[src/rtl/mux_addr_decoder_pkg.sv]
package mux_addr_decoder_pkg;
  localparam int ADDR_W      = 16;
  localparam int BYTE_W      = 8;
  localparam int PROG_LOG2   = 12;
  localparam int RAM_LOG2    = 11;
  localparam int IO_LOG2     = 8;
  localparam int IO_SZ_W     = 2;
  localparam int HI_W        = ADDR_W - BYTE_W;
  localparam int PROG_TAG_W  = ADDR_W - PROG_LOG2;
  localparam int RAM_TAG_W   = ADDR_W - RAM_LOG2;
  localparam int IO_TAG_W    = ADDR_W - IO_LOG2;

  // tag equality for a fixed-size region
  function automatic logic prog_match(input logic [PROG_TAG_W-1:0] a_tag,
                                      input logic [PROG_TAG_W-1:0] base);
    return a_tag == base;
  endfunction

  function automatic logic ram_match(input logic [RAM_TAG_W-1:0] a_tag,
                                     input logic [RAM_TAG_W-1:0] base);
    return a_tag == base;
  endfunction

  // window whose low tag bits are don't-care according to the size code
  function automatic logic [IO_TAG_W-1:0] io_mask(input logic [IO_SZ_W-1:0] sz);
    return {IO_TAG_W{1'b1}} << sz;
  endfunction

  function automatic logic io_match(input logic [IO_TAG_W-1:0] a_tag,
                                    input logic [IO_TAG_W-1:0] base,
                                    input logic [IO_SZ_W-1:0]  sz);
    return ((a_tag ^ base) & io_mask(sz)) == '0;
  endfunction
endpackage

[src/rtl/mux_addr_decoder_lo_latch.sv]
module mux_addr_decoder_lo_latch
  import mux_addr_decoder_pkg::*;
(
  input  logic              clk,
  input  logic              rst_n,
  input  logic              strobe,
  input  logic [BYTE_W-1:0] bus_byte,
  output logic [BYTE_W-1:0] lo_q
);
  always_ff @(posedge clk or negedge rst_n) begin
    if (!rst_n)      lo_q <= '0;
    else if (strobe) lo_q <= bus_byte;
  end
endmodule

[src/rtl/mux_addr_decoder_match.sv]
module mux_addr_decoder_match
  import mux_addr_decoder_pkg::*;
#(
  parameter int N_PROG = 8
) (
  input  logic [HI_W-1:0]              hi_byte,
  input  logic [N_PROG*PROG_TAG_W-1:0] prog_base,
  input  logic [RAM_TAG_W-1:0]         ram_base,
  input  logic [IO_TAG_W-1:0]          io_base,
  input  logic [IO_SZ_W-1:0]           io_size,
  output logic [N_PROG-1:0]            prog_hit,
  output logic                         ram_hit,
  output logic                         io_hit
);
  for (genvar k = 0; k < N_PROG; k++) begin : g_prog
    assign prog_hit[k] = prog_match(hi_byte[HI_W-1 -: PROG_TAG_W],
                                    prog_base[k*PROG_TAG_W +: PROG_TAG_W]);
  end

  assign ram_hit = ram_match(hi_byte[HI_W-1 -: RAM_TAG_W], ram_base);
  assign io_hit  = io_match(hi_byte[HI_W-1 -: IO_TAG_W], io_base, io_size);
endmodule

[src/rtl/mux_addr_decoder_arb.sv]
module mux_addr_decoder_arb #(
  parameter int N_PROG = 8
) (
  input  logic              rst_n,
  input  logic              e_clk,
  input  logic              rw,
  input  logic [N_PROG-1:0] prog_hit,
  input  logic              ram_hit,
  input  logic              io_hit,
  output logic [N_PROG-1:0] prog_cs,
  output logic              ram_cs,
  output logic              io_cs,
  output logic              rd_en,
  output logic              wr_en
);
  logic              phase_ok;
  logic [N_PROG-1:0] prog_win;
  logic              taken;

  assign phase_ok = rst_n & e_clk;

  // lowest-index program block wins among overlapping ones
  always_comb begin
    prog_win = '0;
    taken    = 1'b0;
    for (int k = 0; k < N_PROG; k++) begin
      if (prog_hit[k] && !taken) begin
        prog_win[k] = 1'b1;
        taken       = 1'b1;
      end
    end
  end

  assign io_cs   = phase_ok & io_hit;
  assign ram_cs  = phase_ok & ram_hit & ~io_hit;
  assign prog_cs = (phase_ok & ~io_hit & ~ram_hit) ? prog_win : '0;
  assign rd_en   = phase_ok & rw;
  assign wr_en   = phase_ok & ~rw;
endmodule

[src/rtl/mux_addr_decoder.sv]
module mux_addr_decoder
  import mux_addr_decoder_pkg::*;
#(
  parameter int N_PROG = 8
) (
  input  logic                         clk,
  input  logic                         rst_n,
  input  logic                         as_i,
  input  logic [BYTE_W-1:0]            ad_i,
  input  logic [HI_W-1:0]              a_hi_i,
  input  logic                         e_i,
  input  logic                         rw_i,
  input  logic [N_PROG*PROG_TAG_W-1:0] prog_base_i,
  input  logic [RAM_TAG_W-1:0]         ram_base_i,
  input  logic [IO_TAG_W-1:0]          io_base_i,
  input  logic [IO_SZ_W-1:0]           io_size_i,
  output logic [ADDR_W-1:0]            addr_o,
  output logic [N_PROG-1:0]            prog_cs_o,
  output logic                         ram_cs_o,
  output logic                         io_cs_o,
  output logic                         rd_en_o,
  output logic                         wr_en_o
);
  logic [BYTE_W-1:0] lo_byte_w;
  logic [N_PROG-1:0] prog_hit_w;
  logic              ram_hit_w;
  logic              io_hit_w;

  mux_addr_decoder_lo_latch u_lo (
    .clk      (clk),
    .rst_n    (rst_n),
    .strobe   (as_i),
    .bus_byte (ad_i),
    .lo_q     (lo_byte_w)
  );

  assign addr_o = {a_hi_i, lo_byte_w};

  mux_addr_decoder_match #(.N_PROG(N_PROG)) u_match (
    .hi_byte   (a_hi_i),
    .prog_base (prog_base_i),
    .ram_base  (ram_base_i),
    .io_base   (io_base_i),
    .io_size   (io_size_i),
    .prog_hit  (prog_hit_w),
    .ram_hit   (ram_hit_w),
    .io_hit    (io_hit_w)
  );

  mux_addr_decoder_arb #(.N_PROG(N_PROG)) u_arb (
    .rst_n    (rst_n),
    .e_clk    (e_i),
    .rw       (rw_i),
    .prog_hit (prog_hit_w),
    .ram_hit  (ram_hit_w),
    .io_hit   (io_hit_w),
    .prog_cs  (prog_cs_o),
    .ram_cs   (ram_cs_o),
    .io_cs    (io_cs_o),
    .rd_en    (rd_en_o),
    .wr_en    (wr_en_o)
  );
endmodule

[config.mk]
export PLATFORM = sky130hd
export DESIGN_NAME = mux_addr_decoder
export DESIGN_NICKNAME = d
export VERILOG_FILES = /design/src/rtl/mux_addr_decoder_pkg.sv /design/src/rtl/mux_addr_decoder_lo_latch.sv /design/src/rtl/mux_addr_decoder_match.sv /design/src/rtl/mux_addr_decoder_arb.sv /design/src/rtl/mux_addr_decoder.sv
export SDC_FILE = /design/constraint.sdc
export NUM_CORES = 1
export LEC_CHECK = 0
export BUFFER_PORTS_ARGS = -buffer_cell sky130_fd_sc_hd__buf_2
export CAP_MARGIN = 30
export CORE_MARGIN = 1
export CORE_UTILIZATION = 40
export DETAILED_ROUTE_END_ITERATION = 16
export PLACE_DENSITY = 0.86
export SYNTH_ARGS = -nofsm -noshare
export SYNTH_HDL_FRONTEND = slang
export SYNTH_SLANG_ARGS = --single-unit
[constraint.sdc]
create_clock -name clk -period 2.25 [get_ports clk]
set_clock_uncertainty 0.2 [all_clocks]
set_input_delay 0.225 -clock clk [delete_from_list [all_inputs] [get_ports clk]]
set_output_delay 0.225 -clock clk [all_outputs]
set_load 0.02 [all_outputs]
==> flow_metrics.env <==
export IMPL_routabilityCongestion=0.825
export IMPL_vias=1117
export IMPL_path_buf_inv=3
export IMPL_syn_avg_cell_area_um2=9.57
export IMPL_hpwl_mm=2.31
export IMPL_first_pass_iters=3
export IMPL_avgRoutedWirePerCell_um=12.8
export IMPL_largest_register_ffs=8
export IMPL_cell_chain_critical_path="dlygate4sd3_1, buf_2, nand2_1, nand4b_4, nor4b_4, buf_4"
export IMPL_worstSetupPathType="input pin to output pin"
export IMPL_numCtsBuffers=3
export IMPL_worst_hold_startpoint="ad_i[0]"
export IMPL_max_stage_delay_ns=0.53
export IMPL_power_mw=0.563
export IMPL_timing_max_transition_violations_final=0
export IMPL_critical_path_slowest_cell="sky130_fd_sc_hd__dlygate4sd3_1"
export IMPL_num_clock_sinks=8
export IMPL_total_of_max_cap_violations=0
export IMPL_dpl_cell_area_mm2=0.00144
export IMPL_biggestRegsByFlops="u_lo.lo_q: 8 flops"
export IMPL_hold_path_class="input pin to register"
export IMPL_clock_tree_from_tritoncts="done"
export IMPL_finish_net_count=272
export IMPL_timing_final_hold_violations=0
export IMPL_crit_path_end_kind="output pin"
export IMPL_synth_seq_area_share_pct=19.6
export IMPL_final_area_mm2=0.00155
export IMPL_fp_dieH_um=52.6
export IMPL_netlist_instances=107
export IMPL_floorplan_initialDensity_pct=44.1
export IMPL_standby_leakage_power_nw=0.769
export IMPL_cts_root_buffer_cell="sky130_fd_sc_hd__clkbuf_4"
export IMPL_tns_ns=0
export IMPL_synth_top_area_share_pct=27.4
export IMPL_port_buffers=95
export IMPL_finalWorstPathRequiredPeriod_ns=2.15
export IMPL_outcome="finished clean"
export IMPL_ctsHtreeMaxLevel=1
export IMPL_maxSlewHeadroom_pct=79.8
export IMPL_fp_dieArea_mm2=0.00277
export IMPL_ys_warnings_count=0
export IMPL_max_freq_mhz=465
export IMPL_dieWidth_um=52.6
export IMPL_max_clock_path_buffers=2
export IMPL_drt_iter0_markers=6
export IMPL_yosysTopAreaCell="sky130_fd_sc_hd__xnor2_1"
export IMPL_critical_path_required_ns=1.82
export IMPL_synthTopCellsByArea="sky130_fd_sc_hd__xnor2_1, sky130_fd_sc_hd__dfrtp_1, sky130_fd_sc_hd__xor2_1"
export IMPL_post_drt_via_cell_ratio=4.86
export IMPL_n_antenna_cell=0
export IMPL_cp_max_fo=7
export IMPL_first_global_vias=1008
export IMPL_finalCritPeriodShare_pct=95.6
export IMPL_drc=0
export IMPL_largest_register="u_lo.lo_q"
export IMPL_crit_family="buffers and inverters"
export IMPL_final_setup_viol_count=0
export IMPL_worst_r2r_startpoint="u_lo.lo_q[0]"
export IMPL_vdd_ir_drop_worst_mv=0.329
export IMPL_pin_count_of_the_biggest_net_entering_global_routing=12
export IMPL_antenna_violations_before_repair=0
export IMPL_setup_worst_path_start="rst_n"
export IMPL_netlist_area_mm2=0.00102
export IMPL_timing_critical_path_from_type="input pin"
export IMPL_cts_reportedPaths_clkPinSlew_ns=0.06
export IMPL_number_of_nets_still_failing_antenna_checks_after_routing=0
export IMPL_global_route_overflow_total=0
export IMPL_fraction_of_layout_instances_using_a_drive_strength_above_1_pct=56.4
export IMPL_timing_worst_slew_pin_value_ns=0.303
export IMPL_std_cell_rows=17
export IMPL_grt_use_total_pct=21.7
export IMPL_num_io_pins=96
export IMPL_grt_setup_unrepaired="false"
export IMPL_grt_first_pass_wirelength_mm=4.25
export IMPL_area_growth_syn_to_layout_pct=51.6
export IMPL_synth_ff_latch_count=8
export IMPL_design_core_area_mm2=0.00232
export IMPL_routed_wl_mm=2.95
export IMPL_synthesis_nets=175
export IMPL_power_density_mw_per_mm2=363
export IMPL_timing_critical_path_arrival_ns=1.73
export IMPL_ys_types=21
export IMPL_worstSkewPairLatency_ns=0.26
-- Yosys cell counts --
master,instances
sky130_fd_sc_hd__nor2_1,4
sky130_fd_sc_hd__nor3b_1,2
sky130_fd_sc_hd__nand4_1,8
sky130_fd_sc_hd__xor2_1,13
sky130_fd_sc_hd__o21a_1,1
sky130_fd_sc_hd__buf_6,4
sky130_fd_sc_hd__nand3_1,2
sky130_fd_sc_hd__nor4b_2,2
sky130_fd_sc_hd__nor4_1,1
sky130_fd_sc_hd__o211ai_2,1
sky130_fd_sc_hd__a211oi_1,1
sky130_fd_sc_hd__clkbuf_1,1
sky130_fd_sc_hd__nand3_2,1
sky130_fd_sc_hd__nand4b_4,1
sky130_fd_sc_hd__mux2_2,8
sky130_fd_sc_hd__buf_4,8
sky130_fd_sc_hd__nand2_1,3
sky130_fd_sc_hd__dfrtp_1,8
sky130_fd_sc_hd__xnor2_1,32
sky130_fd_sc_hd__nor3_1,5
sky130_fd_sc_hd__and3_1,1
-- metal layers --
layer	routed length (um)	up-vias	global-route usage (%)
li1	-	552	-
met1	1010	504	19.4
met2	1670	53	44.3
met3	197	8	5.22
met4	67	0	9.21
met5	0	-	0
-- logic make-up (layout without fill, tap and decap cells) --
kind of cell	count (synthesis)	after routing	synth area share (%)
AOI/OAI and AO/OA	3	3	2.69
DFF	8	8	19.6
muxes	8	8	8.80
xor gates and xnor gates	45	45	38.5
and+or+nand+nor	30	30	19.8
buffers and inverters	13	108	10.6
-- path summary, 6_finish.rpt --
path | end | slack, ns | cells past startpoint
worst max-delay path | prog_cs_o[4] | 0.1 | 6
worst min-delay path | u_lo.lo_q[0] | 0.005 | 2
worst max register to register | u_lo.lo_q[0] | 1.29 | 1
worst min register to register | u_lo.lo_q[5] | 0.30 | 1
max in group asynchronous | u_lo.lo_q[1] | 1.46 | 3
min in group asynchronous | u_lo.lo_q[3] | 0.25 | 3
-- layout by cell type, fill, tap and decap left out, types with 2 or more instances in the layout --
master,n
sky130_fd_sc_hd__buf_2,94
sky130_fd_sc_hd__buf_4,4
sky130_fd_sc_hd__clkbuf_4,3
sky130_fd_sc_hd__dfrtp_1,8
sky130_fd_sc_hd__dlygate4sd3_1,7
sky130_fd_sc_hd__mux2_2,8
sky130_fd_sc_hd__nand2_1,3
sky130_fd_sc_hd__nand3_1,2
sky130_fd_sc_hd__nand4_1,8
sky130_fd_sc_hd__nor2_1,4
sky130_fd_sc_hd__nor3_1,5
sky130_fd_sc_hd__nor3b_1,2
sky130_fd_sc_hd__xnor2_1,32
sky130_fd_sc_hd__xor2_1,13
-- through the flow --
stage	worst slack [ns]	std cells	util [%]	hold WS, ns
6_report	0.0984	230	66.9	0.00528
5_1_grt	0.00682	230	66.9	0.00257
4_1_cts	0.107	229	66.1	0.00234
3_5_place_dp	0.194	219	62.1	-0.0440
3_3_place_gp	0.281	219	62.1	-0.0439
2_1_floorplan	0.372	107	-	-0.271
-- cell type report --
| cell class | instances | area [um2] |
|---|---|---|
| fill | 215 | 767 |
| multi-input combinational | 86 | 723 |
| timing repair buffer | 105 | 571 |
| sequential | 8 | 200 |
| tap | 28 | 35.0 |
| clock buffer | 3 | 22.5 |
-- report_power, final --
group / internal (mW) / leakage [nW] / switching, mW / total (mW)
clock: 0.0612 / 0.0138 / 0.0507 / 0.112
combinational: 0.143 / 0.662 / 0.143 / 0.285
sequential: 0.159 / 0.0935 / 0.00683 / 0.165
total: 0.362 / 0.769 / 0.200 / 0.563
-- what timing repair did --
item | in CTS | in global routing
buffers inserted | 0 | 1
endpoints found under the hold margin | 14 | 0
endpoints found under the setup margin | 0 | 1
resized for setup | 0 | 2
hold buffers | 7 | 0
Note: power is estimated with default switching activity, not from simulation.
